**src/rtl/pmc_pkg.sv**
```systemverilog
// Package: shared types and mode-code helpers for the power mode controller.
// Assumes 4-bit mode codes; codes not listed below are unused.
package pmc_pkg;
    localparam int MODE_W    = 4;
    localparam int NUM_MODES = 1 << MODE_W;
    localparam int CFG_W     = 4;

    typedef logic [MODE_W-1:0] mode_t;

    localparam mode_t M_RST_RUN = 4'd0;
    localparam mode_t M_SAFE    = 4'd2;
    localparam mode_t M_RUN0    = 4'd4;
    localparam mode_t M_RUN3    = 4'd7;
    localparam mode_t M_HALT    = 4'd8;
    localparam mode_t M_STOP    = 4'd10;
    localparam mode_t M_STBY    = 4'd13;

    localparam logic [1:0] CLK_IRC = 2'd0;
    localparam logic [1:0] CLK_OSC = 2'd1;
    localparam logic [1:0] CLK_PLL = 2'd2;

    // Per-mode configuration word, bit 0 = osc_on.
    typedef struct packed {
        logic [1:0] clk_sel;
        logic       pll_on;
        logic       osc_on;
    } cfg_t;

    typedef enum logic {PH_STEADY, PH_MOVE} phase_t;

    function automatic logic is_run(input mode_t m);
        return (m >= M_RUN0) && (m <= M_RUN3);
    endfunction

    function automatic logic is_lp(input mode_t m);
        return (m == M_HALT) || (m == M_STOP) || (m == M_STBY);
    endfunction

    function automatic logic is_known(input mode_t m);
        return (m == M_RST_RUN) || (m == M_SAFE) || is_run(m) || is_lp(m);
    endfunction

    function automatic logic cfg_unusable(input cfg_t c);
        return (c.pll_on && !c.osc_on) || (c.clk_sel == 2'd3) ||
               (c.clk_sel == CLK_PLL && !c.pll_on) ||
               (c.clk_sel == CLK_OSC && !c.osc_on);
    endfunction
endpackage

```
**src/rtl/pmc_unlock.sv**
```systemverilog
// Module: keyed double-write sequencer. A first write with the key arms it
// and stores the mode; a following write with the inverted key and the same
// mode yields pair_ok. Any other write yields seq_err and disarms.
// Assumes the write strobe is one cycle per write.
module pmc_unlock
    import pmc_pkg::*;
#(
    parameter int               KEY_W      = 16,
    parameter logic [KEY_W-1:0] UNLOCK_KEY = 16'h5AF0
) (
    input  logic             clk,
    input  logic             rst_n,
    input  logic             wr_en,
    input  mode_t            wr_mode,
    input  logic [KEY_W-1:0] wr_key,
    output logic             pair_ok,
    output mode_t            pair_mode,
    output logic             seq_err
);
    localparam logic [KEY_W-1:0] INV_KEY = ~UNLOCK_KEY;

    logic  armed_q;
    mode_t armed_mode_q;
    logic  first_ok;

    // Classify the current write against the armed state.
    always_comb begin
        first_ok  = wr_en && !armed_q && (wr_key == UNLOCK_KEY);
        pair_ok   = wr_en && armed_q && (wr_key == INV_KEY) && (wr_mode == armed_mode_q);
        seq_err   = wr_en && !first_ok && !pair_ok;
        pair_mode = armed_mode_q;
    end

    // Arm on a valid first write, disarm on any other write.
    always_ff @(posedge clk) begin
        if (!rst_n) begin
            armed_q      <= 1'b0;
            armed_mode_q <= M_RST_RUN;
        end else if (wr_en) begin
            armed_q <= first_ok;
            if (first_ok) armed_mode_q <= wr_mode;
        end
    end
endmodule

```
**src/rtl/pmc_cfg_sel.sv**
```systemverilog
// Module: unpacks the flat configuration vector into per-mode words and
// selects the word of one mode. Purely combinational.
module pmc_cfg_sel
    import pmc_pkg::*;
#(
    parameter int N = NUM_MODES
) (
    input  logic [N*CFG_W-1:0] cfg_vec,
    input  mode_t              sel,
    output cfg_t               cfg
);
    cfg_t tbl [N];

    for (genvar g = 0; g < N; g++) begin : g_slot
        assign tbl[g] = cfg_t'(cfg_vec[g*CFG_W +: CFG_W]);
    end

    // Pick the word of the selected mode.
    always_comb cfg = tbl[sel];
endmodule

```
**src/rtl/pmc_legal.sv**
```systemverilog
// Module: screens an unlocked request for legality against the present mode
// and for a usable target configuration. Purely combinational.
// Assumes req_cfg is the configuration word of pair_mode.
module pmc_legal
    import pmc_pkg::*;
(
    input  logic  pair_ok,
    input  logic  seq_err,
    input  mode_t req_mode,
    input  mode_t cur_mode,
    input  logic  busy,
    input  logic  safe_req,
    input  cfg_t  req_cfg,
    output logic  flag_imode,
    output logic  flag_iconf,
    output logic  accept
);
    logic legal;
    logic bad_cfg;

    // Legality rules and configuration screening.
    always_comb begin
        legal = is_known(req_mode) && !busy && !is_lp(cur_mode)
             && (cur_mode != M_SAFE || (is_run(req_mode) && !safe_req))
             && (!is_lp(req_mode) || is_run(cur_mode));
        bad_cfg    = cfg_unusable(req_cfg);
        flag_imode = seq_err || (pair_ok && !legal);
        flag_iconf = pair_ok && legal && bad_cfg;
        accept     = pair_ok && legal && !bad_cfg;
    end
endmodule

```
**src/rtl/pmc_seq.sv**
```systemverilog
// Module: mode transition sequencer. Holds current mode, target mode and the
// run mode that issued a low-power request; applies safe requests, wake-ups,
// resource readiness and accepted requests in that priority.
// Assumes tgt_cfg is the configuration word of tgt_mode.
module pmc_seq
    import pmc_pkg::*;
(
    input  logic       clk,
    input  logic       rst_n,
    input  logic       accept,
    input  mode_t      req_mode,
    input  logic       safe_req,
    input  logic       wake_evt,
    input  cfg_t       tgt_cfg,
    input  logic       osc_rdy,
    input  logic       pll_rdy,
    input  logic       mem_rdy,
    input  logic       flag_imode,
    input  logic       flag_iconf,
    output mode_t      cur_mode,
    output mode_t      tgt_mode,
    output logic       busy,
    output logic [1:0] gs_clk,
    output logic       osc_en,
    output logic       pll_en,
    output logic       irq_imode,
    output logic       irq_iconf
);
    phase_t phase_q;
    mode_t  cur_q, tgt_q, ret_q;
    logic   osc_on_q, pll_on_q;
    logic [1:0] gs_q;
    logic   imode_q, iconf_q;
    logic   ready, safe_hit, lp_ctx, wake_hit;

    // Completion and override conditions for this cycle.
    always_comb begin
        busy     = (phase_q == PH_MOVE);
        ready    = (!tgt_cfg.osc_on || osc_rdy) && (!tgt_cfg.pll_on || pll_rdy)
                && (is_lp(tgt_q) || mem_rdy);
        safe_hit = safe_req && !(busy ? (tgt_q == M_SAFE) : (cur_q == M_SAFE));
        lp_ctx   = busy ? is_lp(tgt_q) : is_lp(cur_q);
        wake_hit = wake_evt && lp_ctx;
    end

    // Mode state update in priority order.
    always_ff @(posedge clk) begin
        if (!rst_n) begin
            phase_q  <= PH_STEADY;
            cur_q    <= M_RST_RUN;
            tgt_q    <= M_RST_RUN;
            ret_q    <= M_RUN0;
            gs_q     <= CLK_IRC;
            osc_on_q <= 1'b0;
            pll_on_q <= 1'b0;
            imode_q  <= 1'b0;
            iconf_q  <= 1'b0;
        end else begin
            imode_q <= flag_imode;
            iconf_q <= flag_iconf;
            if (safe_hit) begin
                phase_q <= PH_MOVE;
                tgt_q   <= M_SAFE;
            end else if (wake_hit) begin
                phase_q <= PH_MOVE;
                tgt_q   <= ret_q;
            end else if (busy && ready) begin
                phase_q  <= PH_STEADY;
                cur_q    <= tgt_q;
                gs_q     <= tgt_cfg.clk_sel;
                osc_on_q <= tgt_cfg.osc_on;
                pll_on_q <= tgt_cfg.pll_on;
            end else if (accept) begin
                phase_q <= PH_MOVE;
                tgt_q   <= req_mode;
                if (is_lp(req_mode)) ret_q <= cur_q;
            end
        end
    end

    // Drive resources from the target while moving, else from the held mode.
    always_comb begin
        osc_en    = busy ? tgt_cfg.osc_on : osc_on_q;
        pll_en    = busy ? tgt_cfg.pll_on : pll_on_q;
        cur_mode  = cur_q;
        tgt_mode  = tgt_q;
        gs_clk    = gs_q;
        irq_imode = imode_q;
        irq_iconf = iconf_q;
    end
endmodule

```
**src/rtl/pmc_ctrl.sv**
```systemverilog
// Module: top of the power mode entry controller. Wires the unlock
// sequencer, configuration selectors, legality screen and mode sequencer.
// Assumes all inputs are synchronous to clk.
module pmc_ctrl
    import pmc_pkg::*;
#(
    parameter int               KEY_W      = 16,
    parameter logic [KEY_W-1:0] UNLOCK_KEY = 16'h5AF0,
    localparam int              CTL_W      = KEY_W + MODE_W
) (
    input  logic                       clk,
    input  logic                       rst_n,
    input  logic                       ctl_wr,
    input  logic [CTL_W-1:0]           ctl_wdata,
    input  logic [NUM_MODES*CFG_W-1:0] mode_cfg,
    input  logic                       osc_rdy,
    input  logic                       pll_rdy,
    input  logic                       mem_rdy,
    input  logic                       wake_evt,
    input  logic                       safe_req,
    output logic                       osc_en,
    output logic                       pll_en,
    output logic [MODE_W-1:0]          cur_mode,
    output logic [1:0]                 gs_sysclk,
    output logic                       mtrans,
    output logic                       irq_iconf,
    output logic                       irq_imode
);
    logic  pair_ok, seq_err, flag_imode, flag_iconf, accept, busy;
    mode_t pair_mode, cur_m, tgt_m;
    cfg_t  req_cfg, tgt_cfg;

    pmc_unlock #(.KEY_W(KEY_W), .UNLOCK_KEY(UNLOCK_KEY)) u_unlock (
        .clk(clk), .rst_n(rst_n), .wr_en(ctl_wr),
        .wr_mode(ctl_wdata[KEY_W +: MODE_W]), .wr_key(ctl_wdata[KEY_W-1:0]),
        .pair_ok(pair_ok), .pair_mode(pair_mode), .seq_err(seq_err)
    );

    pmc_cfg_sel #(.N(NUM_MODES)) u_req_cfg (
        .cfg_vec(mode_cfg), .sel(pair_mode), .cfg(req_cfg)
    );

    pmc_cfg_sel #(.N(NUM_MODES)) u_tgt_cfg (
        .cfg_vec(mode_cfg), .sel(tgt_m), .cfg(tgt_cfg)
    );

    pmc_legal u_legal (
        .pair_ok(pair_ok), .seq_err(seq_err), .req_mode(pair_mode),
        .cur_mode(cur_m), .busy(busy), .safe_req(safe_req), .req_cfg(req_cfg),
        .flag_imode(flag_imode), .flag_iconf(flag_iconf), .accept(accept)
    );

    pmc_seq u_seq (
        .clk(clk), .rst_n(rst_n), .accept(accept), .req_mode(pair_mode),
        .safe_req(safe_req), .wake_evt(wake_evt), .tgt_cfg(tgt_cfg),
        .osc_rdy(osc_rdy), .pll_rdy(pll_rdy), .mem_rdy(mem_rdy),
        .flag_imode(flag_imode), .flag_iconf(flag_iconf),
        .cur_mode(cur_m), .tgt_mode(tgt_m), .busy(busy), .gs_clk(gs_sysclk),
        .osc_en(osc_en), .pll_en(pll_en),
        .irq_imode(irq_imode), .irq_iconf(irq_iconf)
    );

    // Export the status of the current mode.
    always_comb begin
        cur_mode = cur_m;
        mtrans   = busy;
    end
endmodule

```
**config.mk**
```make
export PLATFORM = sky130hd
export DESIGN_NAME = pmc_ctrl
export DESIGN_NICKNAME = d
export VERILOG_FILES = /design/src/rtl/pmc_pkg.sv /design/src/rtl/pmc_unlock.sv /design/src/rtl/pmc_cfg_sel.sv /design/src/rtl/pmc_legal.sv /design/src/rtl/pmc_seq.sv /design/src/rtl/pmc_ctrl.sv
export SDC_FILE = /design/constraint.sdc
export NUM_CORES = 1
export LEC_CHECK = 0
export BUFFER_PORTS_ARGS = -buffer_cell sky130_fd_sc_hd__buf_2
export CORE_UTILIZATION = 30
export CTS_CLUSTER_DIAMETER = 30
export DETAILED_ROUTE_END_ITERATION = 8
export SLEW_MARGIN = 20
export SYNTH_ARGS = -nofsm -noshare
export SYNTH_HDL_FRONTEND = slang
export SYNTH_SLANG_ARGS = --single-unit
```
**constraint.sdc**
```tcl
create_clock -name clk -period 3.5 [get_ports clk]
set_input_delay 0.175 -clock clk [delete_from_list [all_inputs] [get_ports clk]]
set_output_delay 0.175 -clock clk [all_outputs]
set_load 0.005 [all_outputs]
```
==> results.sh <==
export IMPL_insertion_delay_ps=280
export IMPL_placed_cell_area_um2=2950
export IMPL_path_cells="buf_4, nand2b_1, a21o_1, a211o_1, a2111oi_2, and3_1, mux2_2, nor3_1"
export IMPL_io_buffers=102
export IMPL_grtUsageMet1=0.242
export IMPL_grt_pass1_wl_um=10900
export IMPL_syn_cell_area_um2=2350
export IMPL_overflow=0
export IMPL_track_usage=0.168
export IMPL_power_internal_w=0.000534
export IMPL_cts_repair_resized=0
export IMPL_setup_viol=0
export IMPL_max_stage_delay_ps=910
export IMPL_dieWidth_um=90.5
export IMPL_clockRootBuffer="clkbuf_8"
export IMPL_netlist_instances=221
export IMPL_grtUsageMet3=0.0311
export IMPL_start_kind="register"
export IMPL_p_clk_frac=0.355
export IMPL_fin_nets=410
export IMPL_cts_tree="done"
export IMPL_ys_seq_elements=24
export IMPL_critPathKind="register to register"
export IMPL_syn_to_final_growth_pct=28.7
export IMPL_tns_ps=0
export IMPL_power_density_nw_per_um2=235
export IMPL_post_cts_buffers=0
export IMPL_layout_commonest_cell="buf_2"
export IMPL_final_core_util=0.408
export IMPL_slew_headroom=0.413
export IMPL_syn_num_nets=313
export IMPL_switching_share=0.250
export IMPL_grt_start_max_net_pins=19
export IMPL_combPwrFrac=0.252
export IMPL_hold_slack_ps=166
export IMPL_period_needed_ps=3010
export IMPL_drv_slew=0
export IMPL_cts_buffer_depth=2
export IMPL_place_inst=412
export IMPL_drtAntennaViolNets=0
export IMPL_grt_pass1_vias=2156
export IMPL_fp_dieH_um=90.5
export IMPL_dr_pass1_iters=4
export IMPL_irDropWorstVdd_v=0.000138
export IMPL_gr_max_usage_layer="met2"
export IMPL_leakage_nw=1.26
export IMPL_fmax_mhz=332
export IMPL_finalHoldViolCount=0
export IMPL_status="finished, final reports clean"
export IMPL_num_rows=31
export IMPL_hold_path_class="input pin to register"
export IMPL_fp_dieArea_um2=8180
export IMPL_fin_crit_sh=0.859
export IMPL_maxCapViolCount=0
export IMPL_pwr_share_seq=0.393
export IMPL_ys_flop_type="dfxtp_1"
export IMPL_cts_hold_buf=0
export IMPL_final_cell_mix="buf_2 (102), mux4_2 (30), nor2_1 (24), dfxtp_1 (24), mux2i_1 (21)"
export IMPL_tightest_slew_ps=880
export IMPL_clkTransAtPathRegs_ps=90
export IMPL_dp_hpwl_um=5430
export IMPL_core_area_um2=7410
export IMPL_rsz0062_at_grt="no"
export IMPL_syn_avg_cell_area_um2=10.6
export IMPL_grtUsageMet2=0.261
export IMPL_switchingPower_w=0.000178
export IMPL_synth_edf_count=0
export IMPL_initial_core_util=0.317
export IMPL_drive_gt1_frac=0.492
export IMPL_avgRoutedWirePerCell_um=15.9
export IMPL_critPathSlowestCell="dfxtp_1"
export IMPL_crit_required_ps=3690
export IMPL_async_flop_share=0
export IMPL_clock_sinks=24
export IMPL_final_cell_area_um2=3020
export IMPL_wl_um=6620
export IMPL_drcViolationCount=0
export IMPL_arrival_ps=3200
export IMPL_cts_made_buffers=3
export IMPL_final_cells=416
export IMPL_yosys_warnings=0
export IMPL_fin_skew_ps=4.79
export IMPL_place_gp_congestion=0.780
export IMPL_num_vias=2194
export IMPL_synth_yosys_seq_area_share=0.205
export IMPL_synth_cell_types=47
export IMPL_drtIter0Drc=174
export IMPL_diodes=0
export IMPL_path_max_fanout=16
export IMPL_cp_end_kind="register"
export IMPL_pin_count=103
export IMPL_h_tree_depth=1
export IMPL_vias_per_cell=5.27
export IMPL_antenna_found_initial=0
area by class of cell:
| cell class | instances | area [um2] |
|---|---|---|
| multi-input combinational | 174 | 1760 |
| fill | 730 | 4390 |
| clock buffer | 3 | 41.3 |
| inverter | 5 | 18.8 |
| sequential | 24 | 480 |
| timing repair buffer | 110 | 571 |
| tap | 99 | 124 |
| clock inverter | 1 | 30.0 |
Yosys cell counts, drive strengths merged, types with 3 or more instances:
cell / number / area, um2
dfxtp: 24 / 480
and3: 4 / 25.0
or2: 3 / 18.8
mux2i: 21 / 210
nand3: 14 / 70.1
nor4bb: 3 / 30.0
mux4: 35 / 807
buf: 11 / 65.1
nand2: 7 / 26.3
clkbuf: 7 / 26.3
nor2b: 6 / 37.5
inv: 4 / 15.0
a21oi: 6 / 30.0
mux2: 5 / 60.1
o21ai: 11 / 55.1
nor2: 25 / 96.4
a22oi: 3 / 22.5
worst max-delay path: cells and delay by family, from the launching register on:
| family | cells | cell delay, ps |
|---|---|---|
| AO/OA/AOI/OAI | 3 | 840 |
| AND/OR/NAND/NOR | 3 | 520 |
| buffers and inverters | 1 | 310 |
| multiplexers | 1 | 350 |
| flip-flops | 1 | 910 |
registers in the layout, summed over array words and instances (netlist names), 2 cells and up:
name,flops
u_seq.cur_mode,4
u_seq.ret_q,4
u_seq.tgt_mode,4
u_unlock.pair_mode,4
u_seq.gs_clk,2
final timing paths:
path                           endpoint  slack [ps]  depth (start not counted)                  start
setup / recovery      u_seq.tgt_mode[1]         490                          8  u_unlock.pair_mode[0]
hold / removal    u_unlock.pair_mode[3]         170                          3          ctl_wdata[19]
setup reg to reg      u_seq.tgt_mode[1]         490                          8  u_unlock.pair_mode[0]
hold reg to reg          u_seq.ret_q[3]         450                          2         u_seq.ret_q[3]
metrics by stage:
stage / power [W] / worst slack, ps
5_1_grt: 0.000746 / 130
2_1_floorplan: 0.000379 / 894
3_5_place_dp: 0.000466 / 458
4_1_cts: 0.000715 / 436
3_3_place_gp: 0.000464 / 493
6_report: 0.000711 / 492
per-layer routing:
layer / wire length (um) / share of wire / vias up
met2: 3130 / 0.47 / 66
met3: 351 / 0.053 / 8
met5: 0 / 0 / -
li1: - / - / 1067
met4: 69 / 0.010 / 0
met1: 3070 / 0.46 / 1053
power groups by stage:
stage | Combinational (W) | Sequential [W] | Clock (W)
after CTS | 0.000180 | 0.000280 | 0.000255
after global routing | 0.000196 | 0.000280 | 0.000270
after global placement | 0.000178 | 0.000286 | 0
final | 0.000179 | 0.000280 | 0.000253
after floorplan | 0.0000937 | 0.000286 | 0
after detailed placement | 0.000179 | 0.000286 | 0
cells by family after synthesis:
family                    after synthesis  share of synthesized area
buffers and inverters                  23                     0.0469
muxes                                  61                      0.459
DFF                                    24                      0.205
AOI/OAI and AO/OA                      30                     0.0880
and+or+nand+nor                        81                      0.194
xor gates and xnor gates                2                    0.00746
Power figures use the tool's default switching activity.
